==> src/rtl/ibrk_pkg.sv <==
package ibrk_pkg;
  typedef enum logic [1:0] {
    SEL_ADDR = 2'd0,
    SEL_MASK = 2'd1,
    SEL_ASID = 2'd2,
    SEL_CTRL = 2'd3
  } ibrk_sel_e;

  localparam int CTL_BRK = 0;
  localparam int CTL_TRG = 1;
  localparam int CTL_ASE = 2;
  localparam int CTL_HIT = 3;
  localparam int CTL_W   = 4;
endpackage

==> src/rtl/ibrk_chan.sv <==
module ibrk_chan
  import ibrk_pkg::*;
#(
  parameter int AW  = 32,
  parameter int ASW = 8
) (
  input  logic                clk,
  input  logic                rst_n,
  input  logic                soft_rst,
  input  logic                wr_en,
  input  logic [1:0]          wr_sel,
  input  logic [AW-1:0]       wr_data,
  input  logic                pc_valid,
  input  logic [AW-1:0]       pc,
  input  logic [ASW-1:0]      asid,
  output logic [AW-1:0]       addr_q,
  output logic [AW-1:0]       mask_q,
  output logic [ASW-1:0]      asid_q,
  output logic [CTL_W-1:0]    ctrl_q,
  output logic                brk_hit,
  output logic                trg_hit
);
  logic [AW-1:0]    addr_d, mask_d;
  logic [ASW-1:0]   asid_d;
  logic [CTL_W-1:0] ctrl_d;
  logic             addr_ok, asid_ok, hit_any;

  always_comb begin
    addr_ok = ((pc ^ addr_q) & ~mask_q) == '0;
    asid_ok = !ctrl_q[CTL_ASE] || (asid == asid_q);
    hit_any = pc_valid && addr_ok && asid_ok &&
              (ctrl_q[CTL_BRK] || ctrl_q[CTL_TRG]);
    brk_hit = hit_any && ctrl_q[CTL_BRK];
    trg_hit = hit_any && ctrl_q[CTL_TRG];
  end

  always_comb begin
    addr_d = addr_q;
    mask_d = mask_q;
    asid_d = asid_q;
    ctrl_d = ctrl_q;
    if (wr_en) begin
      unique case (ibrk_sel_e'(wr_sel))
        SEL_ADDR: addr_d = wr_data;
        SEL_MASK: mask_d = wr_data;
        SEL_ASID: asid_d = wr_data[ASW-1:0];
        SEL_CTRL: begin
          ctrl_d[CTL_ASE:CTL_BRK] = wr_data[CTL_ASE:CTL_BRK];
          if (wr_data[CTL_HIT]) ctrl_d[CTL_HIT] = 1'b0;
        end
        default: ;
      endcase
    end
    if (hit_any) ctrl_d[CTL_HIT] = 1'b1;
    if (soft_rst) begin
      addr_d = '0;
      mask_d = '0;
      asid_d = '0;
      ctrl_d = '0;
    end
  end

  always_ff @(posedge clk or negedge rst_n) begin
    if (!rst_n) begin
      addr_q <= '0;
      mask_q <= '0;
      asid_q <= '0;
      ctrl_q <= '0;
    end else begin
      addr_q <= addr_d;
      mask_q <= mask_d;
      asid_q <= asid_d;
      ctrl_q <= ctrl_d;
    end
  end


  hit_sticky_chk: assert property (@(posedge clk) disable iff (!rst_n)
    (ctrl_q[CTL_HIT] && !soft_rst && !(wr_en && wr_sel == 2'd3 && wr_data[CTL_HIT]))
      |=> ctrl_q[CTL_HIT]);


  hit_needs_valid_chk: assert property (@(posedge clk) disable iff (!rst_n)
    $rose(ctrl_q[CTL_HIT]) |-> $past(pc_valid));


  soft_clear_chk: assert property (@(posedge clk) disable iff (!rst_n)
    soft_rst |=> (ctrl_q == '0 && addr_q == '0 && mask_q == '0));
endmodule

==> src/rtl/ibrk_merge.sv <==
module ibrk_merge #(
  parameter int N = 4
) (
  input  logic         clk,
  input  logic         rst_n,
  input  logic         soft_rst,
  input  logic [N-1:0] brk_vec,
  input  logic [N-1:0] trg_vec,
  output logic         dbg_req,
  output logic         trig_out
);
  logic req_d, trg_d;

  always_comb begin
    req_d = !soft_rst && (|brk_vec);
    trg_d = !soft_rst && (|trg_vec);
  end

  always_ff @(posedge clk or negedge rst_n) begin
    if (!rst_n) begin
      dbg_req  <= 1'b0;
      trig_out <= 1'b0;
    end else begin
      dbg_req  <= req_d;
      trig_out <= trg_d;
    end
  end
endmodule

==> src/rtl/insn_brk_cmp.sv <==
module insn_brk_cmp
  import ibrk_pkg::*;
#(
  parameter int NCH = 4,
  parameter int AW  = 32,
  parameter int ASW = 8
) (
  input  logic           clk,
  input  logic           rst_n,
  input  logic           soft_rst,
  input  logic           dbg_mode,
  input  logic           pc_valid,
  input  logic [AW-1:0]  pc,
  input  logic [ASW-1:0] asid,
  input  logic           reg_wr,
  input  logic [5:0]     reg_addr,
  input  logic [AW-1:0]  reg_wdata,
  output logic [AW-1:0]  reg_rdata,
  output logic           dbg_req,
  output logic           trig_out
);
  localparam int NV = (NCH > 0) ? NCH : 1;

  logic [3:0]       ch_idx;
  logic [1:0]       ch_sel;
  logic [NV-1:0]    wr_en, brk_vec, trg_vec, hit_vec;
  logic [AW-1:0]    addr_a [NV];
  logic [AW-1:0]    mask_a [NV];
  logic [ASW-1:0]   asid_a [NV];
  logic [CTL_W-1:0] ctrl_a [NV];
  logic [NV*AW-1:0] addr_flat;

  assign ch_idx = reg_addr[5:2];
  assign ch_sel = reg_addr[1:0];

  for (genvar i = 0; i < NV; i++) begin : g_ch
    if (i < NCH) begin : g_live
      assign wr_en[i] = reg_wr && dbg_mode && (ch_idx == 4'(i));
      ibrk_chan #(.AW(AW), .ASW(ASW)) u_chan (
        .clk     (clk),
        .rst_n   (rst_n),
        .soft_rst(soft_rst),
        .wr_en   (wr_en[i]),
        .wr_sel  (ch_sel),
        .wr_data (reg_wdata),
        .pc_valid(pc_valid),
        .pc      (pc),
        .asid    (asid),
        .addr_q  (addr_a[i]),
        .mask_q  (mask_a[i]),
        .asid_q  (asid_a[i]),
        .ctrl_q  (ctrl_a[i]),
        .brk_hit (brk_vec[i]),
        .trg_hit (trg_vec[i])
      );
    end else begin : g_none
      assign wr_en[i]   = 1'b0;
      assign addr_a[i]  = '0;
      assign mask_a[i]  = '0;
      assign asid_a[i]  = '0;
      assign ctrl_a[i]  = '0;
      assign brk_vec[i] = 1'b0;
      assign trg_vec[i] = 1'b0;
    end
    assign hit_vec[i] = ctrl_a[i][CTL_HIT];
    assign addr_flat[i*AW +: AW] = addr_a[i];
  end

  always_comb begin
    reg_rdata = '0;
    if (dbg_mode && (int'(ch_idx) < NCH)) begin
      for (int i = 0; i < NV; i++) begin
        if (ch_idx == 4'(i)) begin
          unique case (ibrk_sel_e'(ch_sel))
            SEL_ADDR: reg_rdata = addr_a[i];
            SEL_MASK: reg_rdata = mask_a[i];
            SEL_ASID: reg_rdata = {{(AW-ASW){1'b0}}, asid_a[i]};
            SEL_CTRL: reg_rdata = {{(AW-CTL_W){1'b0}}, ctrl_a[i]};
            default:  reg_rdata = '0;
          endcase
        end
      end
    end
  end

  ibrk_merge #(.N(NV)) u_merge (
    .clk     (clk),
    .rst_n   (rst_n),
    .soft_rst(soft_rst),
    .brk_vec (brk_vec),
    .trg_vec (trg_vec),
    .dbg_req (dbg_req),
    .trig_out(trig_out)
  );


  req_has_status_chk: assert property (@(posedge clk) disable iff (!rst_n)
    dbg_req |-> (|hit_vec));


  trig_has_status_chk: assert property (@(posedge clk) disable iff (!rst_n)
    trig_out |-> (|hit_vec));


  locked_outside_dbg_chk: assert property (@(posedge clk) disable iff (!rst_n)
    (!dbg_mode && !soft_rst) |=> $stable(addr_flat));
endmodule

==> config.mk <==
export PLATFORM = sky130hd
export DESIGN_NAME = insn_brk_cmp
export DESIGN_NICKNAME = d
export VERILOG_FILES = /design/src/rtl/ibrk_pkg.sv /design/src/rtl/ibrk_chan.sv /design/src/rtl/ibrk_merge.sv /design/src/rtl/insn_brk_cmp.sv
export SDC_FILE = /design/constraint.sdc
export NUM_CORES = 1
export LEC_CHECK = 0
export ABC_AREA = 1
export BUFFER_PORTS_ARGS = -buffer_cell sky130_fd_sc_hd__buf_4
export CORE_ASPECT_RATIO = 0.75
export CORE_UTILIZATION = 55
export CTS_BUF_LIST = sky130_fd_sc_hd__clkbuf_2
export CTS_CLUSTER_DIAMETER = 40
export CTS_CLUSTER_SIZE = 24
export DETAILED_ROUTE_END_ITERATION = 7
export HOLD_SLACK_MARGIN = 0.06
export PLACE_DENSITY = 0.74
export SLEW_MARGIN = 40
export SYNTH_ARGS = -nofsm -noshare
export SYNTH_HDL_FRONTEND = slang
export SYNTH_HIERARCHICAL = 1
export SYNTH_SLANG_ARGS = --single-unit
==> constraint.sdc <==
create_clock -name clk -period 3.9 [get_ports clk]
set_input_delay 0.78 -clock clk [delete_from_list [all_inputs] [get_ports clk]]
set_output_delay 0.78 -clock clk [all_outputs]
set_load 0.01 [all_outputs]
==> summary.md <==
| Metric | Value |
|---|---|
| Run status | finished clean |
| Synth Flop Type | sky130_fd_sc_hd__dfrtp_1 |
| Rel. slew slack | 0.4446 |
| Cell depth of the worst hold path | 5 |
| Core Footprint | 34700 sq um |
| Worst IR Drop VDD | between 0.0003 and 0.0004 V |
| Remaining DRCs | 0 |
| Startpoint types | input port |
| Global placer's final weighted congestion | 1.036 |
| Full die area | 35970 sq um |
| Path category of the worst min-delay check | in -> reg |
| Final critical-path required period | around 3.5 ns |
| Arrival time of data at the critical path endpoint | around 2.7 ns |
| Antenna violations before repair | 9 |
| Max-slew violation count | 0 |
| Unrepaired setup endpoints after global routing | false |
| Number of H-tree levels | 2 |
| Leakage component of the power | about 0.011 uW |
| Number of synthesis warnings | 6 |
| Setup clock skew after layout | 0.08390 ns |
| Sum of negative setup slack | 0 ns |
| Total detailed-routing wirelength | approximately 74000 um |
| TritonCTS Sinks | just over 300 |
| Max frequency | 287.4 MHz |
| Ordered list of cells on the worst path | buf_4 -> inv_2 -> nor2_8 -> buf_4 -> nand2_1 -> nand3_1 -> nand3_1 -> a31oi_1 -> buf_4 |
| Overflow after GRT | 0 |
| Post-synthesis async set-or-reset flop share | 1.000 |
| Clock tree from TritonCTS | done |
| Global-route wire length before repair | between 100000 and 150000 um |
| Sequential-to-total area share from yosys stat | 0.3954 |
| Post-synthesis instance total | between 2000 and 3000 |
| Die span in x | between 200 and 250 um |
| Worst Reg-to-Reg Cells | 7 |
| Count of maximum capacitance violations | 0 |
| Final setup violation count | 0 |
| Cell with the largest stage delay on the worst path | sky130_fd_sc_hd__buf_4 |
| Clock transition at path regs | between 0.15 and 0.2 ns |
| Power density over the cells | around 350 nW/um^2 |
| Seq cells post-synth | just over 300 |
| Total number of vias | between 15000 and 20000 |
| Number of distinct library cells after synthesis | 31 |
| Number of port buffers | 117 |
| FF/Latch Area | 7657 sq um |
| Die Y | 164.5 um |
| Total iterations of the first detailed-routing run | 7 |
| Area delta synth->final | 11.21% |
| WP data required | 3.12 ns |
| Cell seen most often among critical-path stages | sky130_fd_sc_hd__buf_4 |
| Area occupied by multi-input gates | 9229 sq um |
| Total global routing track utilization | 0.4151 |
| Synthesized netlist net count | between 2000 and 3000 |
| Post-synth design cell area | a little under 20000 sq um |
| Initial Utilization | 0.5582 |
| Yosys top cell area share | 0.3954 |
| Final-stage net count | a little over 3000 |
| Clk root buf | sky130_fd_sc_hd__clkbuf_2 |
| Post-DR wirelength/cell | between 20 and 25 um |
| Sum of net half-perimeters after detailed placement | between 50000 and 60000 um |
| Ranking of synthesized cells by area | sky130_fd_sc_hd__dfrtp_1 (40%), sky130_fd_sc_hd__nand2_1 (18%), sky130_fd_sc_hd__inv_1 (9.7%) |
| Category of the most critical setup path | in -> out |
| Fill cells | about 3200 |
| Final hold violations | 0 |
| Number of rows created at floorplan | 59 |
| ANT nets after route | 0 |
| Insertion delay of the later-clocked pin in the worst-skew pair | 1.01 ns |
| CP Max Fanout | 25 |
| Number of enable flip-flop cells after synthesis | 0 |
| Total power | 7625 uW |
| Count of boundary I/O pins | approximately 120 |
| Kind of end point of the critical path | output port |
| Average cell area after synthesis | approximately 6.7 sq um |
| Worst Tran Pin Value | around 0.8 ns |
| CP peak stage delay | between 0.3 and 0.4 ns |
| Detailed-route vias per instance | ~5.7 |
| Maximum clock path buffer count | 3 |
| Portion of the clock cycle consumed by the worst path in the final layout | 0.8921 |
| Layout cell share with drive strength beyond 1 | 0.1124 |
| Dominant cell type by area after synthesis | sky130_fd_sc_hd__dfrtp_1 |
| Pin count of the biggest net entering global routing | approximately 100 |
| Number of clock buffers inserted by TritonCTS | 44 |
| First DRT Iteration DRCs | about 2700 |
| Number of global-route vias before repair | 17980 |
worst max-delay path, delay by kind of cell:
family	cells	cell delay [ns]
simple gates	4	0.59
buf+inv	4	1.01
compound gates	1	0.29
power breakdown:
group	internal [uW]	switching (uW)
Combinational	527	1160
Sequential	3420	203
Clock	940	1370
Total	4890	2740
stage by stage:
| step | hold slack [ns] | instances | instance area (sq um) | setup slack [ns] | utilization |
|---|---|---|---|---|---|
| floorplan | 0.4818 | 2880 | 19370 | 1.381 | - |
| global placement | 0.4961 | 3391 | 20860 | 0.5143 | 0.6011 |
| detailed placement | 0.5099 | 3391 | 20860 | 0.5157 | 0.6011 |
| CTS | 0.06893 | 3472 | 21500 | 0.4667 | 0.6196 |
| global route | 0.09907 | 3476 | 21520 | 0.3791 | 0.6204 |
| finish | 0.1197 | 3481 | 21540 | 0.4208 | 0.6207 |
sequential cells by signal, summed over array words and instances (netlist names):
name / flops
u_merge/trig_out: 1
u_merge/dbg_req: 1
g_ch.g_live.u_chan/asid_q: 32
g_ch.g_live.u_chan/ctrl_q: 16
g_ch.g_live.u_chan/mask_q: 128
g_ch.g_live.u_chan/addr_q: 128
timing repair:
| action | 4_1_cts | 5_1_grt |
|---|---|---|
| setup buffers | 0 | 0 |
| hold endpoints to repair | 99 | 0 |
| gates resized for setup | 0 | 0 |
| hold buffers | 1 | 0 |
final timing paths:
check,startpoint,endpoint,slack [ns]
max,reg_addr[0],reg_rdata[29],0.42
min,reg_wdata[28],g_ch[1].g_live.u_chan/mask_q[28],0.12
max reg2reg,g_ch[1].g_live.u_chan/addr_q[13],u_merge/trig_out,1.48
min reg2reg,g_ch[2].g_live.u_chan/mask_q[13],g_ch[2].g_live.u_chan/mask_q[13],0.55
max in group asynchronous,rst_n,g_ch[3].g_live.u_chan/ctrl_q[2],2.61
min in group asynchronous,rst_n,g_ch[2].g_live.u_chan/addr_q[23],0.30
metal layers:
layer | vias up | wire length, um | track usage
li1 | 9115 | - | -
met1 | 9242 | 31810 | 0.6058
met2 | 1264 | 29140 | 0.5667
met3 | 210 | 10430 | 0.1392
met4 | 6 | 2604 | 0.1408
met5 | - | 37 | 0.01667
placed cells by master (no fill, tap or decap), types with 2 or more instances in the layout:
cell                         instances
sky130_fd_sc_hd__nand3_1           208
sky130_fd_sc_hd__a22o_1             23
sky130_fd_sc_hd__buf_12             19
sky130_fd_sc_hd__or2_2               8
sky130_fd_sc_hd__dfrtp_1           306
sky130_fd_sc_hd__mux2_1             16
sky130_fd_sc_hd__nor2_8              2
sky130_fd_sc_hd__o21a_1              4
sky130_fd_sc_hd__nor3_1              8
sky130_fd_sc_hd__bufinv_16           8
sky130_fd_sc_hd__nand3_2             2
sky130_fd_sc_hd__nand4_1            26
sky130_fd_sc_hd__o21ai_1             8
sky130_fd_sc_hd__inv_1             500
sky130_fd_sc_hd__a22oi_1             6
sky130_fd_sc_hd__inv_6               5
sky130_fd_sc_hd__clkbuf_2           50
sky130_fd_sc_hd__nor2_1            305
sky130_fd_sc_hd__o21ai_0           257
sky130_fd_sc_hd__xnor2_1            32
sky130_fd_sc_hd__clkinv_1            7
sky130_fd_sc_hd__mux2_2             64
sky130_fd_sc_hd__clkinv_2            4
sky130_fd_sc_hd__clkinv_4            2
sky130_fd_sc_hd__o31ai_4             8
sky130_fd_sc_hd__nand2_1           904
sky130_fd_sc_hd__clkinvlp_4          5
sky130_fd_sc_hd__a21oi_1            48
sky130_fd_sc_hd__inv_2              12
sky130_fd_sc_hd__diode_2             8
sky130_fd_sc_hd__nor2_4              2
sky130_fd_sc_hd__a31oi_1            17
sky130_fd_sc_hd__buf_4             146
synth_stat cells (17+ instances only):
| cell | instances |
|---|---|
| sky130_fd_sc_hd__xnor2_1 | 32 |
| sky130_fd_sc_hd__nor2_1 | 306 |
| sky130_fd_sc_hd__a22o_1 | 23 |
| sky130_fd_sc_hd__mux2_2 | 64 |
| sky130_fd_sc_hd__nand2_1 | 904 |
| sky130_fd_sc_hd__clkbuf_1 | 39 |
| sky130_fd_sc_hd__a31oi_1 | 17 |
| sky130_fd_sc_hd__o21ai_0 | 257 |
| sky130_fd_sc_hd__dfrtp_1 | 306 |
| sky130_fd_sc_hd__nand4_1 | 26 |
| sky130_fd_sc_hd__buf_4 | 25 |
| sky130_fd_sc_hd__nand3_1 | 208 |
| sky130_fd_sc_hd__inv_1 | 500 |
| sky130_fd_sc_hd__a21oi_1 | 48 |
| sky130_fd_sc_hd__buf_2 | 41 |
layout make-up:
class                           count  area share
Antenna cell                        8   0.0009295
Clock buffer                       50     0.01162
Clock inverter                     30     0.01772
Inverter                          513     0.08941
Multi-Input combinational cell   1950      0.4285
Sequential cell                   306      0.3555
Tap cell                          457     0.02655
Timing Repair Buffer              167     0.06971
cells by family (layout without fill, tap and decap cells):
group,Yosys count,count (layout),share of synthesized area
AND/OR/NAND/NOR,1466,1466,0.3056
buffers and inverters,624,760,0.1300
AO/OA/AOI/OAI,372,372,0.1080
flip-flops,306,306,0.3954
multiplexers,80,80,0.04652
XOR/XNOR,32,32,0.01447
other,0,8,0
Power figures use the tool's default switching activity.
